<file path="src/rtl/twi_rx_pkg.sv">
package twi_rx_pkg;
  localparam int BYTE_W = 8;
  localparam int CNT_W  = $clog2(BYTE_W + 2);

  typedef enum logic [2:0] {
    ST_IDLE,
    ST_ADDR,
    ST_DATA,
    ST_SYNC,
    ST_IGNORE
  } rx_state_e;
endpackage

</file>
<file path="src/rtl/twi_line_sync.sv">
module twi_line_sync #(
  parameter int LANES  = 2,
  parameter int STAGES = 2
) (
  input  logic             clk,
  input  logic             rst_n,
  input  logic [LANES-1:0] async_i,
  output logic [LANES-1:0] sync_o
);
  for (genvar g = 0; g < LANES; g++) begin : g_lane
    logic [STAGES-1:0] chain_q;
    always_ff @(posedge clk or negedge rst_n) begin
      if (!rst_n) chain_q <= '1;
      else        chain_q <= {chain_q[STAGES-2:0], async_i[g]};
    end
    assign sync_o[g] = chain_q[STAGES-1];
  end
endmodule

</file>
<file path="src/rtl/twi_cond_detect.sv">
module twi_cond_detect (
  input  logic clk,
  input  logic rst_n,
  input  logic scl_s_i,
  input  logic sda_s_i,
  output logic scl_rise_o,
  output logic scl_fall_o,
  output logic start_o,
  output logic stop_o
);
  logic scl_q, sda_q;

  always_ff @(posedge clk or negedge rst_n) begin
    if (!rst_n) begin
      scl_q <= 1'b1;
      sda_q <= 1'b1;
    end else begin
      scl_q <= scl_s_i;
      sda_q <= sda_s_i;
    end
  end

  assign scl_rise_o = scl_s_i & ~scl_q;
  assign scl_fall_o = ~scl_s_i & scl_q;
  assign start_o    = scl_s_i & scl_q & sda_q & ~sda_s_i;
  assign stop_o     = scl_s_i & scl_q & ~sda_q & sda_s_i;


  cond_excl_chk: assert property (@(posedge clk) disable iff (!rst_n)
    $onehot0({scl_rise_o, scl_fall_o, start_o, stop_o}));
endmodule

</file>
<file path="src/rtl/twi_rx_engine.sv">
module twi_rx_engine
  import twi_rx_pkg::*;
#(
  parameter int         IDX_W     = 4,
  parameter logic [3:0] OWN_HI    = 4'b0100,
  parameter logic [6:0] SYNC_ADDR = 7'b1111110
) (
  input  logic              clk,
  input  logic              rst_n,
  input  logic              sda_s_i,
  input  logic              scl_s_i,
  input  logic              rise_i,
  input  logic              fall_i,
  input  logic              start_i,
  input  logic              stop_i,
  input  logic [2:0]        strap_i,
  output logic              ack_o,
  output logic              start_o,
  output logic              stop_o,
  output logic              byte_valid_o,
  output logic [BYTE_W-1:0] byte_data_o,
  output logic [IDX_W-1:0]  byte_idx_o,
  output logic              sync_pulse_o,
  output logic              sync_flag_o
);
  localparam logic [CNT_W-1:0] LAST_BIT = CNT_W'(BYTE_W - 1);
  localparam logic [CNT_W-1:0] ACK_SLOT = CNT_W'(BYTE_W);
  localparam logic [CNT_W-1:0] ACK_HIGH = CNT_W'(BYTE_W + 1);

  rx_state_e         state_q;
  logic [CNT_W-1:0]  cnt_q;
  logic [BYTE_W-2:0] shift_q;
  logic [BYTE_W-1:0] next_byte;
  logic [6:0]        own_addr;
  logic              active;

  assign next_byte = {shift_q, sda_s_i};
  assign own_addr  = {OWN_HI, strap_i};
  assign active    = (state_q == ST_ADDR) || (state_q == ST_DATA) || (state_q == ST_SYNC);

  always_ff @(posedge clk or negedge rst_n) begin
    if (!rst_n) begin
      state_q      <= ST_IDLE;
      cnt_q        <= '0;
      shift_q      <= '0;
      ack_o        <= 1'b0;
      start_o      <= 1'b0;
      stop_o       <= 1'b0;
      byte_valid_o <= 1'b0;
      byte_data_o  <= '0;
      byte_idx_o   <= '0;
      sync_pulse_o <= 1'b0;
      sync_flag_o  <= 1'b0;
    end else begin
      start_o      <= start_i;
      stop_o       <= stop_i;
      byte_valid_o <= 1'b0;
      sync_pulse_o <= 1'b0;
      if (byte_valid_o) byte_idx_o <= byte_idx_o + 1'b1;
      if (start_i) begin
        state_q <= ST_ADDR;
        cnt_q   <= '0;
        ack_o   <= 1'b0;
      end else if (stop_i) begin
        state_q <= ST_IDLE;
        cnt_q   <= '0;
        ack_o   <= 1'b0;
      end else if (active) begin
        if (rise_i) begin
          if (cnt_q < ACK_SLOT) begin
            shift_q <= next_byte[BYTE_W-2:0];
            cnt_q   <= cnt_q + 1'b1;
            if (cnt_q == LAST_BIT) begin
              if (state_q == ST_ADDR) begin
                if (next_byte[7:1] == own_addr && !next_byte[0]) begin
                  state_q    <= ST_DATA;
                  byte_idx_o <= '0;
                end else if (next_byte[7:1] == SYNC_ADDR) begin
                  state_q     <= ST_SYNC;
                  sync_flag_o <= next_byte[0];
                end else begin
                  state_q <= ST_IGNORE;
                end
              end else if (state_q == ST_DATA) begin
                byte_valid_o <= 1'b1;
                byte_data_o  <= next_byte;
              end
            end
          end else if (cnt_q == ACK_SLOT) begin
            cnt_q <= ACK_HIGH;
            if (state_q == ST_SYNC) sync_pulse_o <= 1'b1;
          end
        end else if (fall_i) begin
          if (cnt_q == ACK_SLOT) begin
            ack_o <= 1'b1;
          end else if (cnt_q == ACK_HIGH) begin
            ack_o <= 1'b0;
            cnt_q <= '0;
            if (state_q == ST_SYNC) state_q <= ST_IGNORE;
          end
        end
      end
    end
  end


  ack_hold_chk: assert property (@(posedge clk) disable iff (!rst_n)
    (scl_s_i && !fall_i && !rise_i && !start_i && !stop_i) |=> $stable(ack_o));

  sync_in_ack_chk: assert property (@(posedge clk) disable iff (!rst_n)
    sync_pulse_o |-> ack_o);

  ignore_quiet_chk: assert property (@(posedge clk) disable iff (!rst_n)
    (state_q == ST_IGNORE) |-> (!ack_o && !byte_valid_o));

  valid_single_chk: assert property (@(posedge clk) disable iff (!rst_n)
    byte_valid_o |=> !byte_valid_o);

  cnt_range_chk: assert property (@(posedge clk) disable iff (!rst_n)
    cnt_q <= ACK_HIGH);

  event_excl_chk: assert property (@(posedge clk) disable iff (!rst_n)
    $onehot0({start_o, stop_o, byte_valid_o, sync_pulse_o}));
endmodule

</file>
<file path="src/rtl/twi_rx_front.sv">
module twi_rx_front
  import twi_rx_pkg::*;
#(
  parameter int         SYNC_STAGES = 2,
  parameter int         IDX_W       = 4,
  parameter logic [3:0] OWN_HI      = 4'b0100,
  parameter logic [6:0] SYNC_ADDR   = 7'b1111110
) (
  input  logic              clk,
  input  logic              rst_n,
  input  logic              scl_i,
  input  logic              sda_i,
  input  logic [2:0]        strap_i,
  output logic              sda_pull_o,
  output logic              start_o,
  output logic              stop_o,
  output logic              byte_valid_o,
  output logic [BYTE_W-1:0] byte_data_o,
  output logic [IDX_W-1:0]  byte_idx_o,
  output logic              sync_pulse_o,
  output logic              sync_flag_o
);
  logic [1:0] lines_s;
  logic       rise, fall, start_ev, stop_ev;

  twi_line_sync #(.LANES(2), .STAGES(SYNC_STAGES)) sync_i (
    .clk     (clk),
    .rst_n   (rst_n),
    .async_i ({scl_i, sda_i}),
    .sync_o  (lines_s)
  );

  twi_cond_detect det_i (
    .clk        (clk),
    .rst_n      (rst_n),
    .scl_s_i    (lines_s[1]),
    .sda_s_i    (lines_s[0]),
    .scl_rise_o (rise),
    .scl_fall_o (fall),
    .start_o    (start_ev),
    .stop_o     (stop_ev)
  );

  twi_rx_engine #(.IDX_W(IDX_W), .OWN_HI(OWN_HI), .SYNC_ADDR(SYNC_ADDR)) eng_i (
    .clk          (clk),
    .rst_n        (rst_n),
    .sda_s_i      (lines_s[0]),
    .scl_s_i      (lines_s[1]),
    .rise_i       (rise),
    .fall_i       (fall),
    .start_i      (start_ev),
    .stop_i       (stop_ev),
    .strap_i      (strap_i),
    .ack_o        (sda_pull_o),
    .start_o      (start_o),
    .stop_o       (stop_o),
    .byte_valid_o (byte_valid_o),
    .byte_data_o  (byte_data_o),
    .byte_idx_o   (byte_idx_o),
    .sync_pulse_o (sync_pulse_o),
    .sync_flag_o  (sync_flag_o)
  );
endmodule

</file>
<file path="config.mk">
export PLATFORM = sky130hd
export DESIGN_NAME = twi_rx_front
export DESIGN_NICKNAME = d
export VERILOG_FILES = /design/src/rtl/twi_rx_pkg.sv /design/src/rtl/twi_line_sync.sv /design/src/rtl/twi_cond_detect.sv /design/src/rtl/twi_rx_engine.sv /design/src/rtl/twi_rx_front.sv
export SDC_FILE = /design/constraint.sdc
export NUM_CORES = 1
export LEC_CHECK = 0
export BUFFER_PORTS_ARGS = -buffer_cell sky130_fd_sc_hd__buf_2
export CAP_MARGIN = 20
export CORE_MARGIN = 5
export CORE_UTILIZATION = 30
export DETAILED_ROUTE_END_ITERATION = 8
export SYNTH_ARGS = -nofsm -noshare
export SYNTH_HDL_FRONTEND = slang
export SYNTH_SLANG_ARGS = --single-unit
</file>
<file path="constraint.sdc">
create_clock -name clk -period 2.3 [get_ports clk]
set_input_delay 0.575 -clock clk [delete_from_list [all_inputs] [get_ports clk]]
set_output_delay 0.575 -clock clk [all_outputs]
set_load 0.1 [all_outputs]
</file>
After elaboration in Yosys (flattened, before gate mapping)
Cells that the tools add are included.
{"block": "op_classes", "add_sub_neg": 2, "eq_ne": 14, "bitwise_logic": 15, "n_mux": 53, "n_shift": 0, "order_cmp": 1, "n_div": 0, "n_mul": 0, "reduce_logical": 16}
{"op": "2-to-1 mux 4 bit", "count": 18}
{"op": "2-to-1 mux 3 bit", "count": 13}
{"op": "2-to-1 mux 1 bit", "count": 22}
{"op": "AND reduction 8 bit", "count": 2}
{"op": "nonzero test 4 bit", "count": 4}
{"op": "inequality test 4 x 1 -> 1 bit, second input constant", "count": 3}
{"op": "AND reduction 5 bit", "count": 2}
{"op": "AND reduction 9 bit", "count": 1}
{"op": "adder 4 x 1 -> 4 bit, second input constant", "count": 2}
{"op": "== test 4 bit, second input constant", "count": 2}
{"op": "inverter 1 bit", "count": 8}
{"op": "AND 1 bit", "count": 7}
{"op": "== test 7 x 6 -> 1 bit", "count": 1}
{"op": "== test 7 bit, second input constant", "count": 1}
{"op": "== test 3 x 2 -> 1 bit, second input constant", "count": 2}
{"op": "nonzero test 3 bit", "count": 2}
{"op": "inequality test 5 x 1 -> 1 bit, second input constant", "count": 1}
{"op": "== test 4 x 3 -> 1 bit, second input constant", "count": 1}
{"op": "< comparator 4 bit, second input constant", "count": 1}
{"op": "inequality test 4 x 2 -> 1 bit, second input constant", "count": 1}
{"op": "AND reduction 4 bit", "count": 1}
{"op": "== test 3 x 1 -> 1 bit, second input constant", "count": 1}
{"op": "inequality test 3 x 1 -> 1 bit, second input constant", "count": 1}
{"op": "logical OR 1 bit", "count": 2}
{"op": "other kinds (2)", "count": 2}
{"block": "totals", "latch_bits": 0, "wordCells": 116, "ram_bits": 0, "rom_bits": 0, "mem_count": 0, "ff_bits": 38, "output_inout_bits": 18}

Depth between registers and ports, before layout
{"block": "depth", "ltp_word": 10, "depth_mapped": 7}

By module
From an unflattened synthesis, not the netlist that was laid out.
{"block": "unflattened", "cells_unflattened": 147, "area_unflattened_um2": 1759.2}
{"mod": "twi_rx_engine", "cells_each": 135, "area_per_inst_um2": 1554.0, "n_inst": 1}
{"mod": "twi_line_sync", "cells_each": 6, "area_per_inst_um2": 120.1, "n_inst": 1}
{"mod": "twi_cond_detect", "cells_each": 6, "area_per_inst_um2": 85.1, "n_inst": 1}

Least setup slack after synthesis
Ideal clock, no wire load.
{"block": "synth_path", "path_type": "reg2reg", "from": "reg sync_i.g_lane[1].chain_q[1]", "to": "reg eng_i.sync_flag_o", "n_path_buf": 0, "setup_slack_ns": 0.531, "arrival_ns": 1.640, "setup_ns": 0.128, "path_stages_with_launch": 6, "cell_sequence": "dfstp_2 -> ha_1 -> nand4b_1 -> a2111oi_4 -> nand2_1 -> mux2_1"}
{"block": "synth_between", "elab_chain_cells": 5}
{"element": "start: declaration", "line": "twi_line_sync.sv:11", "source": "logic [STAGES-1:0] chain_q;"}
{"element": "start signal: assignment", "line": "twi_line_sync.sv:14", "source": "else chain_q <= {chain_q[STAGES-2:0], async_i[g]};"}
{"element": "AND 1 bit", "line": "twi_cond_detect.sv:25, twi_cond_detect.sv:26"}
{"element": "AND 1 bit (on tied branches) (2 in series)", "line": "twi_cond_detect.sv:25, twi_cond_detect.sv:26"}
{"element": "inverter 1 bit (no line)"}
{"element": "AND reduction 9 bit (no line) *"}
{"element": "end signal: assignment", "line": "twi_rx_engine.sv:80", "source": "sync_flag_o <= next_byte[0];"}
{"element": "end: declaration", "line": "twi_rx_engine.sv:24", "source": "output logic sync_flag_o"}
Mark *: on every way between the ends. The rest lies on a longest branch, timed or not.
A chain may end at the register's enable or synchronous reset.

Final worst setup path
{"block": "layout_path", "from": "reg sync_i.g_lane[1].chain_q[1]", "to": "reg eng_i.shift_q[4]"}
{"block": "layout_between", "elab_chain_cells": 5}
{"element": "AND 1 bit", "line": "twi_cond_detect.sv:25, twi_cond_detect.sv:26"}
{"element": "AND 1 bit (on tied branches) (2 in series)", "line": "twi_cond_detect.sv:25, twi_cond_detect.sv:26"}
{"element": "inverter 1 bit (no line)"}
{"element": "AND reduction 5 bit (no line) *"}
{"element": "end signal: assignment", "line": "twi_rx_engine.sv:71", "source": "shift_q <= next_byte[BYTE_W-2:0];"}
{"element": "end: declaration", "line": "twi_rx_engine.sv:32", "source": "logic [BYTE_W-2:0] shift_q;"}
Marks and branches as above.

==> impl_metrics.tcl <==
set metrics [dict create \
    dp_hpwl_mm 2.67 \
    htreeDepth 2 \
    core.rowCount 29 \
    synth_seq_cells 38 \
    hold_violations 0 \
    timing.final.max_slew_violations 0 \
    post_drt_via_cell_ratio 4.81 \
    grt_start_max_net_pins 39 \
    synth_cells 154 \
    first_global_vias 1304 \
    globalplace.congestion 0.859 \
    layout.filler_cells 642 \
    io_buffer_count 24 \
    setup.worst_path.start_class "flip-flop" \
    layout.cells.most_common_list "32 x dfrtp_1, 24 x buf_2, 15 x mux2_4" \
    critPathMaxStageDelay_ns 0.56 \
    ir_drop_mv 0.308 \
    cts_repair_resize_count 0 \
    antenna_violating_nets_post_route 0 \
    maxCapViolations 0 \
    grt_util_met3 0.0250 \
    cts_buffer_count 5 \
    layout-area-overhead-vs-synth_pct 16.0 \
    post_synth_mux_area_share 0.134 \
    antenna_found_initial 0 \
    critical_path_required_ns 2.48 \
    width_of_the_chip_um 89.9 \
    main_combinational_cell_family_by_area_after_synthesis "simple AND/OR/NAND/NOR gates" \
    synth_compound_gate_area_share 0.0868 \
    critical_path.max_fanout 7 \
    power.density_cell_area_nw_per_um2 605 \
    post_route_cells_drive_above_1_share 0.333 \
    worst_hold_path_type "in -> async" \
    type_of_destination_of_the_critical_path "flip-flop" \
    post-cts-setup-buffer-count 0 \
    synth_edf_count 0 \
    rsz0062_at_grt "false" \
    routed-via-count 1264 \
    layout_setup_ws_ns 0.308 \
    design.die.area_sq_um 8090 \
    setup-tns-final_ns 0 \
    crit_buf_inv 0 \
    grt.met2_usage 0.140 \
    timing.fmax_mhz 502 \
    grt_pass1_wl_mm 6.40 \
    postSynth.asyncResetShare 1.00 \
    run_status "completed" \
    initial_utilization 0.305 \
    detail_route.wl_per_cell_um 14.1 \
    timing_worst_setup_path_type "reg -> reg" \
    yosys.area_share.adder 0.0457 \
    grt-busiest-layer "met2" \
    cts_hold_repair.buffers 0 \
    layout_commonest_cell "dfrtp_1" \
    final.min_clock_period_ns 1.99 \
    die_h_um 89.9 \
    post_synth_xor_area_fraction 0.0463 \
    io_pins 25 \
    insertion_delay_ns 0.29 \
    cts_root_buf "clkbuf_8" \
    dp.cells 255 \
    total_leakage_power_nw 0.996 \
    diodes 0 \
    overflow_after_grt 0 \
    synth_area_per_cell_sq_um 12.4 \
    totalWireLength_mm 3.70 \
    final_worst_path_cycle_share 0.866 \
    drc 0 \
    max-slew-margin-rel 0.631 \
    synth.net_count 168 \
    final_nets 199 \
    track_usage 0.0954 \
    yosys_warnings 0 \
    path_cells "ha_1 > nor2b_1 > and3b_1 > mux2_4" \
    clkSlewWorstSetupHoldPaths_ns 0.08 \
    setup_violations 0 \
    drt_first_iter_violations 48 \
    crit_family "simple AND/OR/NAND/NOR gates" \
    seq_area_frac_synth 0.500 \
    clock_skew_ns 0.00492 \
    tritoncts_clock_tree "done" \
    worstPathArrival_ns 2.17 \
    firstDrtPassIters 4 \
    grt_use_met1 0.134 \
    floorplan_core_area_sq_um 6280 \
    synth.distinct_cells 44 \
    final_cell_count_no_fill 263 \
    worst_slew_pin_slew_ns 0.546 \
    crit_slowest_cell "dfstp_2" \
    synth_area_sq_um 1920 \
    clockBufferDepth 2 \
    most_used_dff_post_synth "dfrtp_1" \
    clock_sink_count 38 \
    synthSimpleGateAreaFrac 0.153 \
    place_ws_ns 0.318 \
]
-- cell type report --
| class | count | area (sq um) | area share |
|---|---|---|---|
| clock buffer | 6 | 82.6 | 0.0371 |
| tap | 77 | 96.3 | 0.0433 |
| multi-input combinational | 105 | 893 | 0.402 |
| timing repair buffer | 29 | 158 | 0.0709 |
| sequential | 38 | 958 | 0.431 |
| clock inverter | 2 | 12.5 | 0.00563 |
| inverter | 6 | 22.5 | 0.0101 |
-- path summary, 6_finish.rpt --
path                                                  startpoint                               endpoint  slack [ns]  cells after the start
hold reg to reg            sync_i.g_lane[1].chain_q[0]$_DFF_PN1_  sync_i.g_lane[1].chain_q[1]$_DFF_PN1_        0.36                      0
min in group clk           sync_i.g_lane[1].chain_q[0]$_DFF_PN1_  sync_i.g_lane[1].chain_q[1]$_DFF_PN1_        0.36                      0
max in group asynchronous                                  rst_n  sync_i.g_lane[0].chain_q[1]$_DFF_PN1_        1.61                      2
setup / recovery           sync_i.g_lane[1].chain_q[1]$_DFF_PN1_           eng_i.shift_q[4]$_DFFE_PN0P_        0.31                      4
hold / removal                                             rst_n                eng_i.ack_o$_DFFE_PN0P_        0.32                      2
setup reg to reg           sync_i.g_lane[1].chain_q[1]$_DFF_PN1_           eng_i.shift_q[4]$_DFFE_PN0P_        0.31                      4
-- power by group --
group          internal, W  switching (W)  total (W)
Combinational    0.0000574      0.0000674   0.000125
Clock             0.000241       0.000247   0.000488
Sequential        0.000696      0.0000369   0.000733
Total             0.000995       0.000351    0.00135
-- stage by stage --
| stage | area (sq um) | utilization | hold slack [ns] | power (W) |
|---|---|---|---|---|
| after CTS | 2220 | 0.354 | 0.342 | 0.00137 |
| after detailed placement | 2130 | 0.339 | 0.347 | 0.000873 |
| final | 2220 | 0.354 | 0.324 | 0.00135 |
| after global placement | 2130 | 0.339 | 0.346 | 0.000869 |
| after global routing | 2220 | 0.354 | 0.366 | 0.00142 |
| after floorplan | 1920 | - | 0.279 | 0.000825 |
-- routing by layer --
layer  wire (um)  part of all wire  vias to the layer above
li1            -                 -                      615
met1        1850              0.50                      618
met2        1610              0.44                       26
met3         169             0.046                        5
met4          68             0.018                        0
met5           0                 0                        -
-- kinds of logic (layout without fill, tap and decap cells) --
group / count (synthesis) / after routing
adders and majority gates: 7 / 7
xor gates and xnor gates: 8 / 8
and+or+nand+nor: 52 / 52
buffers and inverters: 11 / 43
DFF: 38 / 38
AOI/OAI and AO/OA: 20 / 20
muxes: 18 / 18
-- worst reg2reg max path, cell delays in order, from the launching register on --
cell     delay, ns
dfstp_2       0.56
ha_1          0.21
nor2b_1       0.27
and3b_1       0.50
mux2_4        0.34
-- cell usage after synthesis (2+ instances only) --
library cell,n,area (sq um)
dfrtp_1,32,801
and2_1,2,12.5
mux2_4,15,225
o31ai_1,2,15.0
ha_1,7,87.6
and3_1,2,12.5
nand2b_1,3,18.8
buf_6,3,33.8
nor4b_1,2,17.5
mux2i_1,2,20.0
nand3_1,2,10.0
xor2_1,6,52.6
o211ai_1,2,15.0
dfstp_2,6,158
nand2_1,11,41.3
nand4_1,4,25.0
nand4b_1,4,35.0
a21oi_1,3,15.0
o21ai_0,2,10.0
nor4_1,3,18.8
nor2_1,11,41.3
nor3_1,3,15.0
inv_1,6,22.5
-- flip-flops by register name (all words and copies together) (netlist names), 3 cells and up --
name and cells:
eng_i.byte_idx_o 4, eng_i.shift_q 7, eng_i.state_q 3, sync_i.g_lane.chain_q 4, eng_i.cnt_q 4, eng_i.byte_data_o 8
No activity file was read; power rests on OpenSTA's default activity.
